--- src/rtl/acq_rec_pkg.sv ---
package acq_rec_pkg;
  // Mode register bit positions decoded by the controller
  localparam int MODE_EN_BIT  = 4;
  localparam int MODE_CAL_BIT = 1;

  typedef struct packed {
    logic en;
    logic cal;
  } mode_t;
endpackage

--- src/rtl/acq_mode_reg.sv ---
module acq_mode_reg
  import acq_rec_pkg::*;
(
  input  logic  clk,
  input  logic  rst_n,
  input  logic  cfg_we,
  input  logic  cfg_sel,
  input  logic  en_bit,
  input  logic  cal_bit,
  output mode_t mode_o,
  output logic  start_o,
  output logic  clr_o
);
  mode_t mode_q;
  logic  mode_we;

  assign mode_we = cfg_we && !cfg_sel;
  assign start_o = mode_we && en_bit && !mode_q.en;
  assign clr_o   = mode_we && !en_bit && mode_q.en;
  assign mode_o  = mode_q;

  always_ff @(posedge clk or negedge rst_n) begin
    if (!rst_n) begin
      mode_q <= '0;
    end else if (mode_we) begin
      mode_q.en  <= en_bit;
      mode_q.cal <= cal_bit;
    end
  end

  assert_start_enables_R2: assert property (@(posedge clk) disable iff (!rst_n)
    start_o |=> mode_q.en);
endmodule

--- src/rtl/acq_wr_addr.sv ---
module acq_wr_addr #(
  parameter int CNT_W  = 12,
  parameter int DATA_W = 16
) (
  input  logic              clk,
  input  logic              rst_n,
  input  logic              start,
  input  logic              active,
  input  logic              smp_valid,
  input  logic [DATA_W-1:0] smp_data,
  output logic              smp_ready,
  output logic              mem_we,
  output logic [CNT_W-1:0]  mem_addr,
  output logic [DATA_W-1:0] mem_wdata,
  output logic [CNT_W-1:0]  addr_q,
  output logic              pre_full
);
  localparam logic [CNT_W-1:0] ADDR_MAX = '1;
  localparam logic [CNT_W-1:0] ONE      = CNT_W'(1);

  logic fire;

  assign smp_ready = active;
  assign fire      = smp_valid && active;
  assign mem_we    = fire;
  assign mem_addr  = addr_q;
  assign mem_wdata = smp_data;

  always_ff @(posedge clk or negedge rst_n) begin
    if (!rst_n) begin
      addr_q   <= '0;
      pre_full <= 1'b0;
    end else if (start) begin
      addr_q   <= '0;
      pre_full <= 1'b0;
    end else if (fire) begin
      addr_q <= addr_q + ONE;
      if (addr_q == ADDR_MAX) pre_full <= 1'b1;
    end
  end

  assert_addr_step_R3: assert property (@(posedge clk) disable iff (!rst_n)
    (fire && !start) |=> (addr_q == $past(addr_q) + ONE));
  assert_wrap_sets_prefull_R4: assert property (@(posedge clk) disable iff (!rst_n)
    (fire && !start && addr_q == ADDR_MAX) |=> (pre_full && addr_q == '0));
  assert_prefull_sticky_R4: assert property (@(posedge clk) disable iff (!rst_n)
    (pre_full && !start) |=> pre_full);
endmodule

--- src/rtl/acq_post_ctr.sv ---
module acq_post_ctr #(
  parameter int              CNT_W   = 12,
  parameter logic [CNT_W-1:0] END_VAL = 12'hFF0
) (
  input  logic             clk,
  input  logic             rst_n,
  input  logic             start,
  input  logic             clr,
  input  logic             active,
  input  logic             cal,
  input  logic             pre_full,
  input  logic             ext_trig,
  input  logic             load,
  input  logic [CNT_W-1:0] load_val,
  output logic             trig_q,
  output logic             ended_q,
  output logic [CNT_W-1:0] post_q
);
  localparam logic [CNT_W-1:0] ONE = CNT_W'(1);

  logic trig_src;
  logic at_end;
  logic counting;

  assign trig_src = cal ? pre_full : ext_trig;
  assign at_end   = (post_q == END_VAL);
  assign counting = trig_q && !ended_q && !at_end;

  always_ff @(posedge clk or negedge rst_n) begin
    if (!rst_n) begin
      trig_q  <= 1'b0;
      ended_q <= 1'b0;
    end else if (start || clr) begin
      trig_q  <= 1'b0;
      ended_q <= 1'b0;
    end else begin
      if (active && trig_src) trig_q <= 1'b1;
      if (trig_q && !ended_q && at_end) ended_q <= 1'b1;
    end
  end

  always_ff @(posedge clk or negedge rst_n) begin
    if (!rst_n)        post_q <= '0;
    else if (load)     post_q <= load_val;
    else if (counting) post_q <= post_q + ONE;
  end

  assert_post_ticks_R6: assert property (@(posedge clk) disable iff (!rst_n)
    (counting && !load) |=> (post_q == $past(post_q) + ONE));
  assert_end_after_term_R7: assert property (@(posedge clk) disable iff (!rst_n)
    (trig_q && !ended_q && at_end && !start && !clr) |=> ended_q);
  assert_post_hold_R8: assert property (@(posedge clk) disable iff (!rst_n)
    (ended_q && !load) |=> $stable(post_q));
  assert_clear_drops_trig_R9: assert property (@(posedge clk) disable iff (!rst_n)
    clr |=> (!trig_q && !ended_q));
endmodule

--- src/rtl/acq_record_ctrl.sv ---
module acq_record_ctrl
  import acq_rec_pkg::*;
#(
  parameter int              CNT_W    = 12,
  parameter int              DATA_W   = 16,
  parameter logic [CNT_W-1:0] POST_END = 12'hFF0
) (
  input  logic              clk,
  input  logic              rst_n,
  input  logic              cfg_we,
  input  logic              cfg_sel,
  input  logic [CNT_W-1:0]  cfg_wdata,
  input  logic              ext_trig,
  input  logic              smp_valid,
  output logic              smp_ready,
  input  logic [DATA_W-1:0] smp_data,
  output logic              mem_we,
  output logic [CNT_W-1:0]  mem_addr,
  output logic [DATA_W-1:0] mem_wdata,
  output logic              end_rec_n,
  output logic              pre_full,
  output logic              trig_flag,
  output logic [CNT_W-1:0]  addr_cnt_rd,
  output logic [CNT_W-1:0]  post_cnt_rd
);
  mode_t mode;
  logic  start, clr, active, ended;

  acq_mode_reg u_mode (
    .clk     (clk),
    .rst_n   (rst_n),
    .cfg_we  (cfg_we),
    .cfg_sel (cfg_sel),
    .en_bit  (cfg_wdata[MODE_EN_BIT]),
    .cal_bit (cfg_wdata[MODE_CAL_BIT]),
    .mode_o  (mode),
    .start_o (start),
    .clr_o   (clr)
  );

  assign active = mode.en && !ended;

  acq_wr_addr #(.CNT_W(CNT_W), .DATA_W(DATA_W)) u_addr (
    .clk       (clk),
    .rst_n     (rst_n),
    .start     (start),
    .active    (active),
    .smp_valid (smp_valid),
    .smp_data  (smp_data),
    .smp_ready (smp_ready),
    .mem_we    (mem_we),
    .mem_addr  (mem_addr),
    .mem_wdata (mem_wdata),
    .addr_q    (addr_cnt_rd),
    .pre_full  (pre_full)
  );

  acq_post_ctr #(.CNT_W(CNT_W), .END_VAL(POST_END)) u_post (
    .clk      (clk),
    .rst_n    (rst_n),
    .start    (start),
    .clr      (clr),
    .active   (active),
    .cal      (mode.cal),
    .pre_full (pre_full),
    .ext_trig (ext_trig),
    .load     (cfg_we && cfg_sel),
    .load_val (cfg_wdata),
    .trig_q   (trig_flag),
    .ended_q  (ended),
    .post_q   (post_cnt_rd)
  );

  assign end_rec_n = !ended;

  assert_no_write_when_ended_R8: assert property (@(posedge clk) disable iff (!rst_n)
    !end_rec_n |-> !mem_we);
  assert_addr_frozen_R8: assert property (@(posedge clk) disable iff (!rst_n)
    (!end_rec_n && !start) |=> $stable(addr_cnt_rd));
endmodule

--- config.mk ---
export PLATFORM = sky130hd
export DESIGN_NAME = acq_record_ctrl
export DESIGN_NICKNAME = d
export VERILOG_FILES = /design/src/rtl/acq_rec_pkg.sv /design/src/rtl/acq_mode_reg.sv /design/src/rtl/acq_wr_addr.sv /design/src/rtl/acq_post_ctr.sv /design/src/rtl/acq_record_ctrl.sv
export SDC_FILE = /design/constraint.sdc
export NUM_CORES = 1
export LEC_CHECK = 0
export ABC_AREA = 1
export BUFFER_PORTS_ARGS = -buffer_cell sky130_fd_sc_hd__buf_2
export CAP_MARGIN = 20
export CORE_ASPECT_RATIO = 0.7
export CORE_UTILIZATION = 49
export CTS_BUF_LIST = sky130_fd_sc_hd__clkbuf_8
export DETAILED_ROUTE_END_ITERATION = 8
export PLACE_DENSITY = 0.94
export SLEW_MARGIN = 0
export SYNTH_ARGS = -nofsm -noshare
export SYNTH_HDL_FRONTEND = slang
export SYNTH_SLANG_ARGS = --single-unit
--- constraint.sdc ---
create_clock -name clk -period 1.9 [get_ports clk]
set_clock_uncertainty 0.2 [all_clocks]
set_input_delay 0.095 -clock clk [delete_from_list [all_inputs] [get_ports clk]]
set_output_delay 0.095 -clock clk [all_outputs]
set_load 0.02 [all_outputs]
# Word-level counts from Yosys, hierarchy flattened
# Cells that the tools add are included.
[op_classes]
reduce_logical = 24
n_mux = 12
eq_ne = 2
n_addsub = 2
[op_table]
columns = ["operator", "n"]
rows = [
  ["two-way mux 12 bit", 4],
  ["adder 12 x 1 -> 12 bit, second input constant", 2],
  ["== test 12 bit, second input constant", 2],
  ["logical AND 1 bit", 12],
  ["nonzero test 2 bit", 5],
  ["two-way mux 1 bit", 8],
  ["logical NOT 1 bit", 5],
  ["AND reduction 2 bit", 1],
  ["logical OR 1 bit", 1],
]
[word_totals]
elab_cells = 47
ff_bits = 29
inputBits = 34

# Logic depth before layout (Yosys ltp)
# Gate-level depths: netlist of the first run.
[logic_depth]
word_depth = 6
ltp_mapped = 10
depth_no_buf = 10

# Hierarchy
# From an unflattened synthesis of the first run, not the netlist that was laid out.
[hier_totals]
cells_unflattened = 280
hier_area_um2 = 2045.7
[by_module_without_submodules]
columns = ["mod", "seq_area_each_um2", "instances", "cells_each", "area_each_um2"]
rows = [
  ["acq_post_ctr", 350.3, 1, 138, 982.2],
  ["acq_wr_addr", 325.3, 1, 124, 939.7],
  ["acq_mode_reg", 50.0, 1, 13, 102.6],
  ["acq_record_ctrl", 0.0, 1, 5, 21.3],
]

# Least setup slack after synthesis of the first run
# No wires, ideal clock.
[synth_path]
path_type = "register -> register"
from = "register u_post.post_q[0]"
to = "register u_post.post_q[10]"
stages_incl_launch_ff = 11
slack_ns = 0.176
setup_ns = 0.117
t_arrival_ns = 1.408
synth_period_minus_slack_ns = 1.724
cell_sequence = "dfrtp_1 -> inv_1 -> ha_1 -> nand2_1 -> nor2_1 -> nand3_2 -> nand2_2 -> nand2_4 -> buf_6 -> nand3_2 -> nand2_1"
[synth_between]
elab_chain_cells = 4
[synth_rtl]
columns = ["element", "line", "rtl"]
rows = [
  ["from (decl)", "acq_post_ctr.sv:17", "output logic [CNT_W-1:0] post_q"],
  ["from (signal assigned)", "acq_post_ctr.sv:44", "else if (load) post_q <= load_val;"],
  ["from (signal assigned)", "acq_post_ctr.sv:45", "else if (counting) post_q <= post_q + ONE;"],
  ["branches (longest 4 deep; another with adder 12 x 1 -> 12 bit)", "n/a", ""],
]
# Several ways; the timed one is not identified. The select of a mux whose other input is x is not followed.
# A chain may end at the register's enable or synchronous reset.

# Final worst setup path of the first run
[layout_path]
from = "register u_post.post_q[1]"
to = "register u_post.post_q[4]"
# The elaborated chain is that of the path after synthesis.

==> impl_results.md, run 1 <==
* Crit-path max cell delay at 0.43 ns
* Internal cell power at 1.53 mW
* Clock group share of total power at 17.5%
* Cell count after synthesis at 282
* Global-route wire length before repair at 8840 µm
* Most common cell in the synthesized netlist: nand2_1
* WL per Instance at 14.0 µm
* I/O pin total at 91
* Buffer type at the clock tree root: clkbuf_8
* CTS tree: yes
* Final clock period utilization by the worst path at 94.6%
* Average size of a mapped cell at 7.25 µm²
* Total power at 2.96 mW
* Most used standard cells in the synthesized netlist: 76 x nand2_1, 29 x dfrtp_1, 29 x inv_1, 28 x buf_4, 25 x nor2_1
* Final weighted congestion in routability-driven placement at 0.920
* Fraction of power consumed by combinational cells at 47.0%
* Total clock buffers created by CTS at 5
* Critical path startpoint category: register
* Fraction of final layout cells with drive strength greater than 1 at 27.6%
* Count of synthesis-stage warnings from yosys at 0
* Die Wd at 79.2 µm
* Most prevalent standard cell on the critical path: nand2_1
* Pwr/cell area at 1140 nW/µm²
* Crit Path Max Fanout at 17
* Maximum level of the CTS H-tree at 2
* Actual slew at the worst max-slew pin at 0.641 ns
* Die ar. at 4440 µm²
* Flip-flop and latch count after synthesis at 29
* Prevailing post-synth register cell: dfrtp_1
* Number of input and output port buffers inserted at 58
* Total number of vias at 2,181
* Hold Fails Final Rpt at 0
* Data required time of the critical path at 1.93 ns
* Pin count of the biggest net entering global routing at 30
* Setup slack on the worst flop-to-flop path at 0.10 ns
* Start-to-end type of the worst setup path: reg -> reg
* Critical path endpoint category: register
* GR Overflow Total at 0
* Vertical die dimension at 56.0 µm
* Critical R2R Launch: u_post.post_q[1]
* Final Worst Setup Slack at 0.102 ns
* Layout net count at 388
* HP Class: in -> reg
* Critical path cell sequence: inv_1 > ha_1 > nand2_1 > nor2_1 > nand3_2 > nand2_4 > nand2_8 > inv_4 > nand2_1 > nand3_1
* Post-synth net total at 319
* Fraction of power spent switching nets at 48.2%
* Peak VDD IR at 657 µV
* Antenna cell count at 0
* Max-capacitance violation count at 0
* Tmin final at 1.80 ns
* Overall routed net length at 5640 µm
* Num Clock Sinks at 29
* Maximum clock frequency at 556 MHz
* Number of buffers on the longest clock path at 2
* Register share of total power at 35.6%
* TNS Setup at 0 ns
* Area grow syn2layout at 27.6%
* Post-CTS Setup Repair Bufs at 0
* Num rows at 19
* Length in cells of the worst reg-to-reg path at 10
* Clk slew on worst S/H paths at 0.07 ns
* Worst slew margin relative to its limit at 57.3%
* Detail-routed via count per cell at 5.40
* Outcome: complete, no violations
* Leakage power of the design at 1.34 nW
* DR pass1 iterations at 5
* Hold path endpoint: u_mode.mode_o[1]
* Min-Delay Path Depth at 4
* DRC violation count after routing at 0
* Clk Latency, worst-skew pair at 0.30 ns
* Switching power at 1.43 mW
* Dominant cells by area after synthesis: dfrtp_1 35%, nand2_1 14%, buf_4 10%
* FFs w/ async S/R, synth at 100%
* Worst reg2reg endpoint: u_post.post_q[4]
* Initial antenna violation count at 0
* Cell type with the highest aggregate area in the netlist: dfrtp_1
* Effective utilization at floorplan at 51.5%
* Global router's overall resource usage at 26.6%
* Core area at 3970 µm²
* Filler cells at 300
* Slew Limit Fails at 0
* Area share of the largest cell type after synthesis at 35.5%
* Arrival @ worst endpoint at 1.83 ns
* Distinct cell type count of the synthesized netlist at 28
* Detailed Place HPWL at 3520 µm
* Portion of the post-synthesis area used by sequential elements at 35.5%
* Vias in the first global route at 1,905
* Setup WS pre-CTS at 0.100 ns
* Combined area of all synthesized cells at 2040 µm²
* Initial DRC Count at 220
* Library cell contributing the largest single delay on the critical path: dfrtp_1
* Startpoint of the most critical hold path: cfg_we
* Number of routed nets with antenna violations at 0
* Number of endpoints failing setup at the final stage at 0
* Number of enable-type register cells in the synthesized netlist at 0
* Unrepaired setup endpoints after global routing: no
state kept, by name (all words and copies together) (netlist names):
name	cells
u_addr.addr_q	12
u_addr.pre_full	1
u_mode.mode_o	2
u_post.ended_q	1
u_post.post_q	12
u_post.trig_q	1
kinds of logic after synthesis:
logic type / count (synthesis) / share of synthesized area, %
AND/OR/NAND/NOR: 152 / 34.4
AO/OA/AOI/OAI: 35 / 10.0
adder cells (fa/ha/maj): 3 / 1.84
flip-flops: 29 / 35.5
buffers and inverters: 62 / 17.8
XOR/XNOR: 1 / 0.428
per-layer routing:
metal	global-route usage (%)	wire, µm	part of all wire [%]
met2	39.0	2650	47
met4	13.5	203	3.6
met5	0	0	0
met1	34.9	2360	42
met3	8.52	427	7.6
critical path, delay by kind of cell (launching register included):
family	cells	cell delay [ns]
buf+inv	2	0.22
flops	1	0.43
fa+ha+maj	1	0.16
simple gates	7	0.73
power groups by stage:
stage	combinational (mW)	sequential (mW)	clock [mW]
2_1_floorplan	0.781	1.21	0
3_3_place_gp	1.20	1.03	0
3_5_place_dp	1.24	1.04	0
4_1_cts	1.34	1.03	0.520
5_1_grt	1.52	1.08	0.544
6_report	1.39	1.05	0.518
timing repair:
| item | in CTS | in global routing |
|---|---|---|
| resized for setup | 0 | 6 |
| hold endpoints to repair | 61 | 0 |
| endpoints found under the setup margin | 0 | 11 |
| hold buffers | 33 | 0 |
cell usage in the layout (no fill, tap or decap):
| cell | synthesis | routed |
|---|---|---|
| nand3b_1 | 3 | 3 |
| nand2_2 | 3 | 3 |
| clkbuf_8 | 1 | 5 |
| dfrtp_1 | 29 | 29 |
| buf_4 | 28 | 3 |
| inv_4 | 0 | 1 |
| nand3_1 | 24 | 24 |
| dlygate4sd3_1 | 0 | 33 |
| nand2_4 | 1 | 1 |
| o21ai_0 | 15 | 15 |
| nor2_2 | 2 | 3 |
| xnor2_1 | 1 | 1 |
| nand4_1 | 3 | 3 |
| clkinv_2 | 0 | 2 |
| or2_2 | 5 | 5 |
| nor2_1 | 25 | 24 |
| nand3_2 | 4 | 4 |
| a21boi_1 | 1 | 1 |
| inv_1 | 29 | 28 |
| nand2_1 | 76 | 75 |
| a21o_1 | 1 | 1 |
| clkinvlp_4 | 0 | 1 |
| nor3_1 | 3 | 3 |
| o21ai_1 | 1 | 1 |
| a21oi_1 | 10 | 10 |
| nand2_8 | 0 | 1 |
| o21bai_1 | 1 | 1 |
| inv_2 | 1 | 1 |
| buf_2 | 1 | 58 |
| ha_1 | 3 | 3 |
| nor2_4 | 3 | 3 |
| o21ai_2 | 6 | 6 |
cell type report:
| class | instances | area (µm²) | area share (%) |
|---|---|---|---|
| Timing Repair Buffer | 94 | 643 | 24.7 |
| Clock buffer | 5 | 68.8 | 2.64 |
| Clock inverter | 3 | 17.5 | 0.671 |
| Multi-Input combinational cell | 191 | 973 | 37.3 |
| Sequential cell | 29 | 726 | 27.8 |
| Inverter | 30 | 115 | 4.41 |
| Tap cell | 52 | 65.1 | 2.49 |
worst max-delay path by stage:
stage | start | endpoint | slack, ns | cells past startpoint
floorplan | u_post.post_q[0] | u_post.post_q[10] | 0.18 | 10
global placement | u_post.post_q[0] | u_post.post_q[4] | 0.18 | 10
detailed placement | u_post.post_q[0] | u_post.post_q[9] | 0.10 | 10
CTS | u_post.post_q[0] | u_post.post_q[9] | 0.06 | 10
global route | u_post.post_q[1] | u_post.post_q[4] | 0.01 | 10
finish | u_post.post_q[1] | u_post.post_q[4] | 0.10 | 10
stage by stage:
step	cell area [µm²]	hold slack, ns	util [%]	std cells
global placement	2170	-0.0437	54.7	363
detailed placement	2170	-0.0447	54.7	363
global route	2610	0.0450	65.7	404
CTS	2590	0.0117	65.2	404
finish	2610	0.0346	65.7	404
floorplan	2040	-0.401	-	282
Note: power is estimated with default switching activity, not from simulation.
==> run 2, diff against run 1 <==
Settings changed: MAX_ROUTING_LAYER set to met4.
==> impl_results.md, run 2 (synthesized netlist as in run 1, its figures left out) <==
* Met3 layer usage reported by global route at 8.20% (-0.33 points)
* Final clock period utilization by the worst path at 94.4% (-0.22 points)
* Vias in the first global route at 1,905 (unchanged)
* Maximum level of the CTS H-tree at 2 (unchanged)
* Length in cells of the worst reg-to-reg path at 10 (unchanged)
* Vertical die dimension at 56.0 µm (unchanged)
* Outcome: complete, no violations
* DR pass1 iterations at 4 (-1)
* Tmin final at 1.79 ns (-0.00420 ns)
* Sequential cell area in the final layout at 726 µm² (unchanged)
* Setup WS pre-CTS at 0.100 ns (unchanged)
* Data required time of the critical path at 1.93 ns (about the same)
* Antenna cell count at 0 (unchanged)
* Num Clock Sinks at 29 (unchanged)
* Clk Latency, worst-skew pair at 0.29 ns (about the same)
* Library cell contributing the largest single delay on the critical path: dfrtp_1
* Initial antenna violation count at 0 (unchanged)
* Fraction of final layout cells with drive strength greater than 1 at 27.6% (unchanged)
* Worst reg2reg endpoint: u_post.post_q[4]
* Register share of total power at 35.6% (about the same)
* Actual slew at the worst max-slew pin at 0.641 ns (-0.000182 ns)
* Post-CTS Setup Repair Bufs at 0 (unchanged)
* Maximum clock frequency at 557 MHz (+0.23%)
* Hold path endpoint: u_post.trig_q
* Fraction of power consumed by combinational cells at 47.0% (about the same)
* Pwr/cell area at 1130 nW/µm² (-0.24%)
* Final hold slack at 0.0363 ns (+0.00168 ns)
* Critical path endpoint category: register
* Die Wd at 79.2 µm (unchanged)
* Start-to-end type of the worst setup path: reg -> reg
* Number of buffers on the longest clock path at 2 (unchanged)
* Critical R2R Launch: u_post.post_q[1]
* Global routing met1 resource utilization at 35.1% (+0.21 points)
* Startpoint of the most critical hold path: ext_trig
* Worst slew margin relative to its limit at 57.3% (about the same)
* TNS Setup at 0 ns (unchanged)
* Final weighted congestion in routability-driven placement at 0.937 (+1.7%)
* Max-capacitance violation count at 0 (unchanged)
* Number of endpoints failing setup at the final stage at 0 (unchanged)
* Area of the multi-input gates at 973 µm² (unchanged)
* Total clock buffers created by CTS at 5 (unchanged)
* Detailed Place HPWL at 3520 µm (unchanged)
* Critical path startpoint category: register
* Peak VDD IR at 655 µV (-0.32%)
* Number of input and output port buffers inserted at 58 (unchanged)
* Total number of vias at 2,144 (-1.7%)
* Detail-routed via count per cell at 5.31 (-1.7%)
* HP Class: in -> reg
* Buffer type at the clock tree root: clkbuf_8
* Layout net count at 388 (unchanged)
* Arrival @ worst endpoint at 1.82 ns (about the same)
* Filler cells at 300 (unchanged)
* WL per Instance at 13.8 µm (-0.87%)
* Routing usage on met2 at 39.0% (unchanged)
* Num rows at 19 (unchanged)
* Internal cell power at 1.53 mW (about the same)
* GR Overflow Total at 0 (unchanged)
* Unrepaired setup endpoints after global routing: no
* Leakage power of the design at 1.34 nW (unchanged)
* Area grow syn2layout at 27.6% (unchanged)
* Crit-path max cell delay at 0.42 ns (about the same)
* Clock group share of total power at 17.4% (about the same)
* Setup slack on the worst flop-to-flop path at 0.11 ns (about the same)
* Effective utilization at floorplan at 51.5% (unchanged)
* Most Crowded Layer GR: met2
* Commonest non-fill, non-tap cells in the layout: 75 x nand2_1, 58 x buf_2, 33 x dlygate4sd3_1
* Min-Delay Path Depth at 5 (+1)
* CTS tree: yes
* Final Worst Setup Slack at 0.106 ns (+0.00420 ns)
* Die ar. at 4440 µm² (unchanged)
* Fraction of power spent switching nets at 48.1% (-0.13 points)
* Global-route wire length before repair at 8840 µm (unchanged)
* Critical path cell sequence: inv_1 > ha_1 > nand2_1 > nor2_1 > nand3_2 > nand2_4 > nand2_8 > inv_4 > nand2_1 > nand3_1
* Clk slew on worst S/H paths at 0.07 ns (about the same)
* Pin count of the biggest net entering global routing at 30 (unchanged)
* Hold Fails Final Rpt at 0 (unchanged)
* Slew Limit Fails at 0 (unchanged)
* Crit Path Max Fanout at 17 (unchanged)
* Core area at 3970 µm² (unchanged)
* DRC violation count after routing at 0 (unchanged)
* Initial DRC Count at 244 (+11%)
* Overall routed net length at 5590 µm (-0.87%)
* Most prevalent standard cell on the critical path: nand2_1
* Switching power at 1.42 mW (-0.51%)
* I/O pin total at 91 (unchanged)
* Global router's overall resource usage at 27.3% (+0.77 points)
* Number of routed nets with antenna violations at 0 (unchanged)
* Most common cell after layout, fill and taps aside: nand2_1
==> run 2: repair_timing <==
action / 4_1_cts / 5_1_grt
endpoints found under the hold margin: 61 / 0
setup endpoints to repair: 0 / 11
hold buffers: 33 / 0
gates resized for setup: 0 / 6
==> run 2: per-stage QoR <==
| stage | util (%) | cell area, µm² | power (mW) | instances |
|---|---|---|---|---|
| global placement | 54.7 | 2170 | 2.24 | 363 |
| floorplan | - | 2040 | 1.99 | 282 |
| CTS | 65.2 | 2590 | 2.89 | 404 |
| global route | 65.7 | 2610 | 3.15 | 404 |
| finish | 65.7 | 2610 | 2.96 | 404 |
| detailed placement | 54.7 | 2170 | 2.29 | 363 |
==> run 2: worst max-delay path, delay by kind of cell, from the launching register on <==
kind / cells / cell delay, ns
DFF: 1 / 0.42
adders and majority gates: 1 / 0.16
and+or+nand+nor: 7 / 0.72
buffers and inverters: 2 / 0.22
==> run 2: worst max-delay path by stage <==
| stage | from | end | slack [ns] | cells after the start |
|---|---|---|---|---|
| after global placement | u_post.post_q[0] | u_post.post_q[4] | 0.18 | 10 |
| after detailed placement | u_post.post_q[0] | u_post.post_q[9] | 0.10 | 10 |
| after floorplan | u_post.post_q[0] | u_post.post_q[10] | 0.18 | 10 |
| after CTS | u_post.post_q[0] | u_post.post_q[9] | 0.06 | 10 |
| after global routing | u_post.post_q[1] | u_post.post_q[4] | 0.01 | 10 |
| final | u_post.post_q[1] | u_post.post_q[4] | 0.11 | 10 |
==> run 2: power groups by stage <==
stage                     sequential, mW  clock, mW  combinational [mW]
after floorplan                     1.21          0               0.781
after global placement              1.03          0                1.20
after detailed placement            1.04          0                1.24
after CTS                           1.03      0.520                1.34
after global routing                1.08      0.544                1.52
final                               1.05      0.516                1.39
==> run 2: final cells by class <==
class | count | area share (%)
well taps | 52 | 2.49
multi-input cells | 191 | 37.3
inverters | 30 | 4.41
clock buffers | 5 | 2.64
clock inverters | 3 | 0.671
flip-flops and latches | 29 | 27.8
repair buffers | 94 | 24.7
==> run 2: per-layer routing <==
| metal | share of wire (%) | vias up |
|---|---|---|
| li1 | - | 1011 |
| met1 | 43 | 992 |
| met2 | 47 | 122 |
| met3 | 7.0 | 19 |
| met4 | 2.9 | 0 |
| met5 | 0 | - |
==> run 3, diff against run 2 <==
--- a/config.mk
+++ b/config.mk
@@ -14,2 +14,3 @@
 export DETAILED_ROUTE_END_ITERATION = 8
+export HOLD_SLACK_MARGIN = 0.05
 export MAX_ROUTING_LAYER = met4
--- a/constraint.sdc
+++ b/constraint.sdc
@@ -4,2 +4,2 @@
 set_output_delay 0.095 -clock clk [all_outputs]
-set_load 0.02 [all_outputs]
+set_load 0.05 [all_outputs]
==> impl_results.md, run 3 (synthesized netlist as in run 1, its figures left out) <==
* Outcome: complete, no violations
* Critical R2R Launch: u_post.post_q[0]
* Number of input and output port buffers inserted at 58 (unchanged)
* Most common cell after layout, fill and taps aside: nand2_1
* Number of endpoints failing setup at the final stage at 0 (unchanged)
* Max-capacitance violation count at 0 (unchanged)
* Setup slack on the worst flop-to-flop path at 0.06 ns (-0.04 ns)
* Crit Path Max Fanout at 17 (unchanged)
* Pin count of the biggest net entering global routing at 30 (unchanged)
* Die ar. at 4440 µm² (unchanged)
* Maximum level of the CTS H-tree at 2 (unchanged)
* Origin of the worst setup path: u_post.post_q[0]
* Fraction of power spent switching nets at 53.7% (+5.7 points)
* Number of routed nets with antenna violations at 0 (unchanged)
* Area after detailed placement at 2170 µm² (-0.12%)
* Layout net count at 389 (+0.26%)
* DR pass1 iterations at 5 (+1)
* Internal cell power at 1.66 mW (+8.4%)
* Overall routed net length at 5480 µm (-2.1%)
* Filler cells at 312 (+4.0%)
* Actual slew at the worst max-slew pin at 0.663 ns (+0.0218 ns)
* DRC violation count after routing at 0 (unchanged)
* Fraction of final layout cells with drive strength greater than 1 at 27.0% (-0.57 points)
* Final clock period utilization by the worst path at 96.6% (+2.2 points)
* Effective utilization at floorplan at 51.5% (unchanged)
* Vertical die dimension at 56.0 µm (unchanged)
* Num Clock Sinks at 29 (unchanged)
* Die Wd at 79.2 µm (unchanged)
* Hold Fails Final Rpt at 0 (unchanged)
* Total clock buffers created by CTS at 5 (unchanged)
* Arrival @ worst endpoint at 1.86 ns (+0.04 ns)
* Leakage power of the design at 1.36 nW (+1.1%)
* Total power at 3.59 mW (+22%)
* Antenna cell count at 0 (unchanged)
* Num rows at 19 (unchanged)
* Commonest non-fill, non-tap cells in the layout: 75 x nand2_1, 58 x buf_2, 35 x dlygate4sd3_1
* Startpoint of the most critical hold path: cfg_we
* HP Class: in -> reg
* CTS tree: yes
* Number of buffers on the longest clock path at 2 (unchanged)
* Data required time of the critical path at 1.93 ns (about the same)
* Global router's overall resource usage at 26.7% (-0.58 points)
* Maximum clock frequency at 545 MHz (-2.2%)
* Register share of total power at 29.2% (-6.4 points)
* Core area at 3970 µm² (unchanged)
* Area grow syn2layout at 28.9%
* Detail-routed via count per cell at 5.35 (+0.89%)
* Critical path endpoint category: register
* Clk Latency, worst-skew pair at 0.29 ns (about the same)
* Vias in the first global route at 1,855 (-2.6%)
* Peak VDD IR at 769 µV (+17%)
* Total number of vias at 2,163 (+0.89%)
* Slew Limit Fails at 0 (unchanged)
* Post-CTS Setup Repair Bufs at 0 (unchanged)
* Detailed Place HPWL at 3540 µm (+0.33%)
* Fraction of power consumed by combinational cells at 53.3% (+6.3 points)
* Clk slew on worst S/H paths at 0.06 ns (about the same)
* Initial antenna violation count at 0 (unchanged)
* Buffer type at the clock tree root: clkbuf_8
* Capturing instance or port of the critical path: u_post.post_q[9]
* I/O pin total at 91 (unchanged)
* TNS Setup at 0 ns (unchanged)
* Critical path startpoint category: register
* Switching power at 1.93 mW (+36%)
* Pwr/cell area at 1360 nW/µm² (+20%)
* Final hold slack at 0.141 ns (+0.104 ns)
* GR Overflow Total at 0 (unchanged)
* Global-route wire length before repair at 8710 µm (-1.5%)
* Tmin final at 1.84 ns (+0.0412 ns)
* Start-to-end type of the worst setup path: reg -> reg
* Worst reg2reg endpoint: u_post.post_q[9]
* WL per Instance at 13.6 µm (-2.1%)
* Worst slew margin relative to its limit at 55.8% (-1.5 points)
* Total non-filler cell area in the finished layout at 2640 µm² (+1.1%)
* Clock group share of total power at 17.4% (about the same)
* Final weighted congestion in routability-driven placement at 0.909 (-3.0%)
* Initial DRC Count at 187 (-23%)
* Length in cells of the worst reg-to-reg path at 10 (unchanged)
run 3: how the worst min path moves through the flow:
stage / to / slack [ns] / cells past startpoint
global placement: u_post.post_q[5] / -0.04 / 1
detailed placement: u_post.post_q[5] / -0.04 / 1
global route: u_post.ended_q / 0.23 / 6
finish: u_post.ended_q / 0.14 / 6
floorplan: u_addr.addr_q[0] / -0.40 / 0
CTS: u_post.ended_q / 0.12 / 6
run 3: cell type report:
| type | instances | area, µm² | area share (%) |
|---|---|---|---|
| well taps | 52 | 65.1 | 2.47 |
| clock inverters | 2 | 35.0 | 1.33 |
| clock buffers | 5 | 68.8 | 2.61 |
| flip-flops and latches | 29 | 727 | 27.6 |
| multi-input cells | 191 | 966 | 36.6 |
| repair buffers | 95 | 656 | 24.9 |
| inverters | 30 | 119 | 4.51 |
run 3: power groups by stage:
stage | sequential, mW | combinational (mW) | clock, mW
6_report | 1.05 | 1.92 | 0.626
4_1_cts | 1.04 | 1.87 | 0.626
3_5_place_dp | 1.05 | 1.75 | 0
2_1_floorplan | 1.60 | 0.925 | 0
3_3_place_gp | 1.03 | 1.69 | 0
5_1_grt | 1.08 | 2.03 | 0.664
run 3: worst max-delay path, cell delays in order (launching register included):
cell and delay, ns:
dfrtp_2 0.43, inv_1 0.12, ha_1 0.17, nand2_1 0.05, nor2_1 0.11, nand3_2 0.13, nand2_2 0.14, nand2_8 0.13
inv_4 0.12, nand2_1 0.08, nand2_1 0.09
run 3: metal layers:
metal  GRT usage, %  part of all wire (%)  vias to the layer above
met2           40.4                    49                      117
met4           13.8                   3.2                        0
met5              -                     0                        -
li1               -                     -                     1009
met1           34.4                    41                     1013
met3           4.75                   7.6                       24
run 3: timing repair:
item / 4_1_cts / 5_1_grt
endpoints found under the setup margin: 0 / 9
hold buffers: 35 / 0
hold endpoints to repair: 65 / 0
resized for setup: 0 / 3
run 3: stage by stage:
stage	std cells	setup WS, ns	utilization, %
2_1_floorplan	282	0.0210	-
3_3_place_gp	362	0.164	54.6
3_5_place_dp	362	0.0820	54.6
4_1_cts	404	0.0292	66.1
5_1_grt	404	-0.00660	66.4
6_report	404	0.0650	66.4
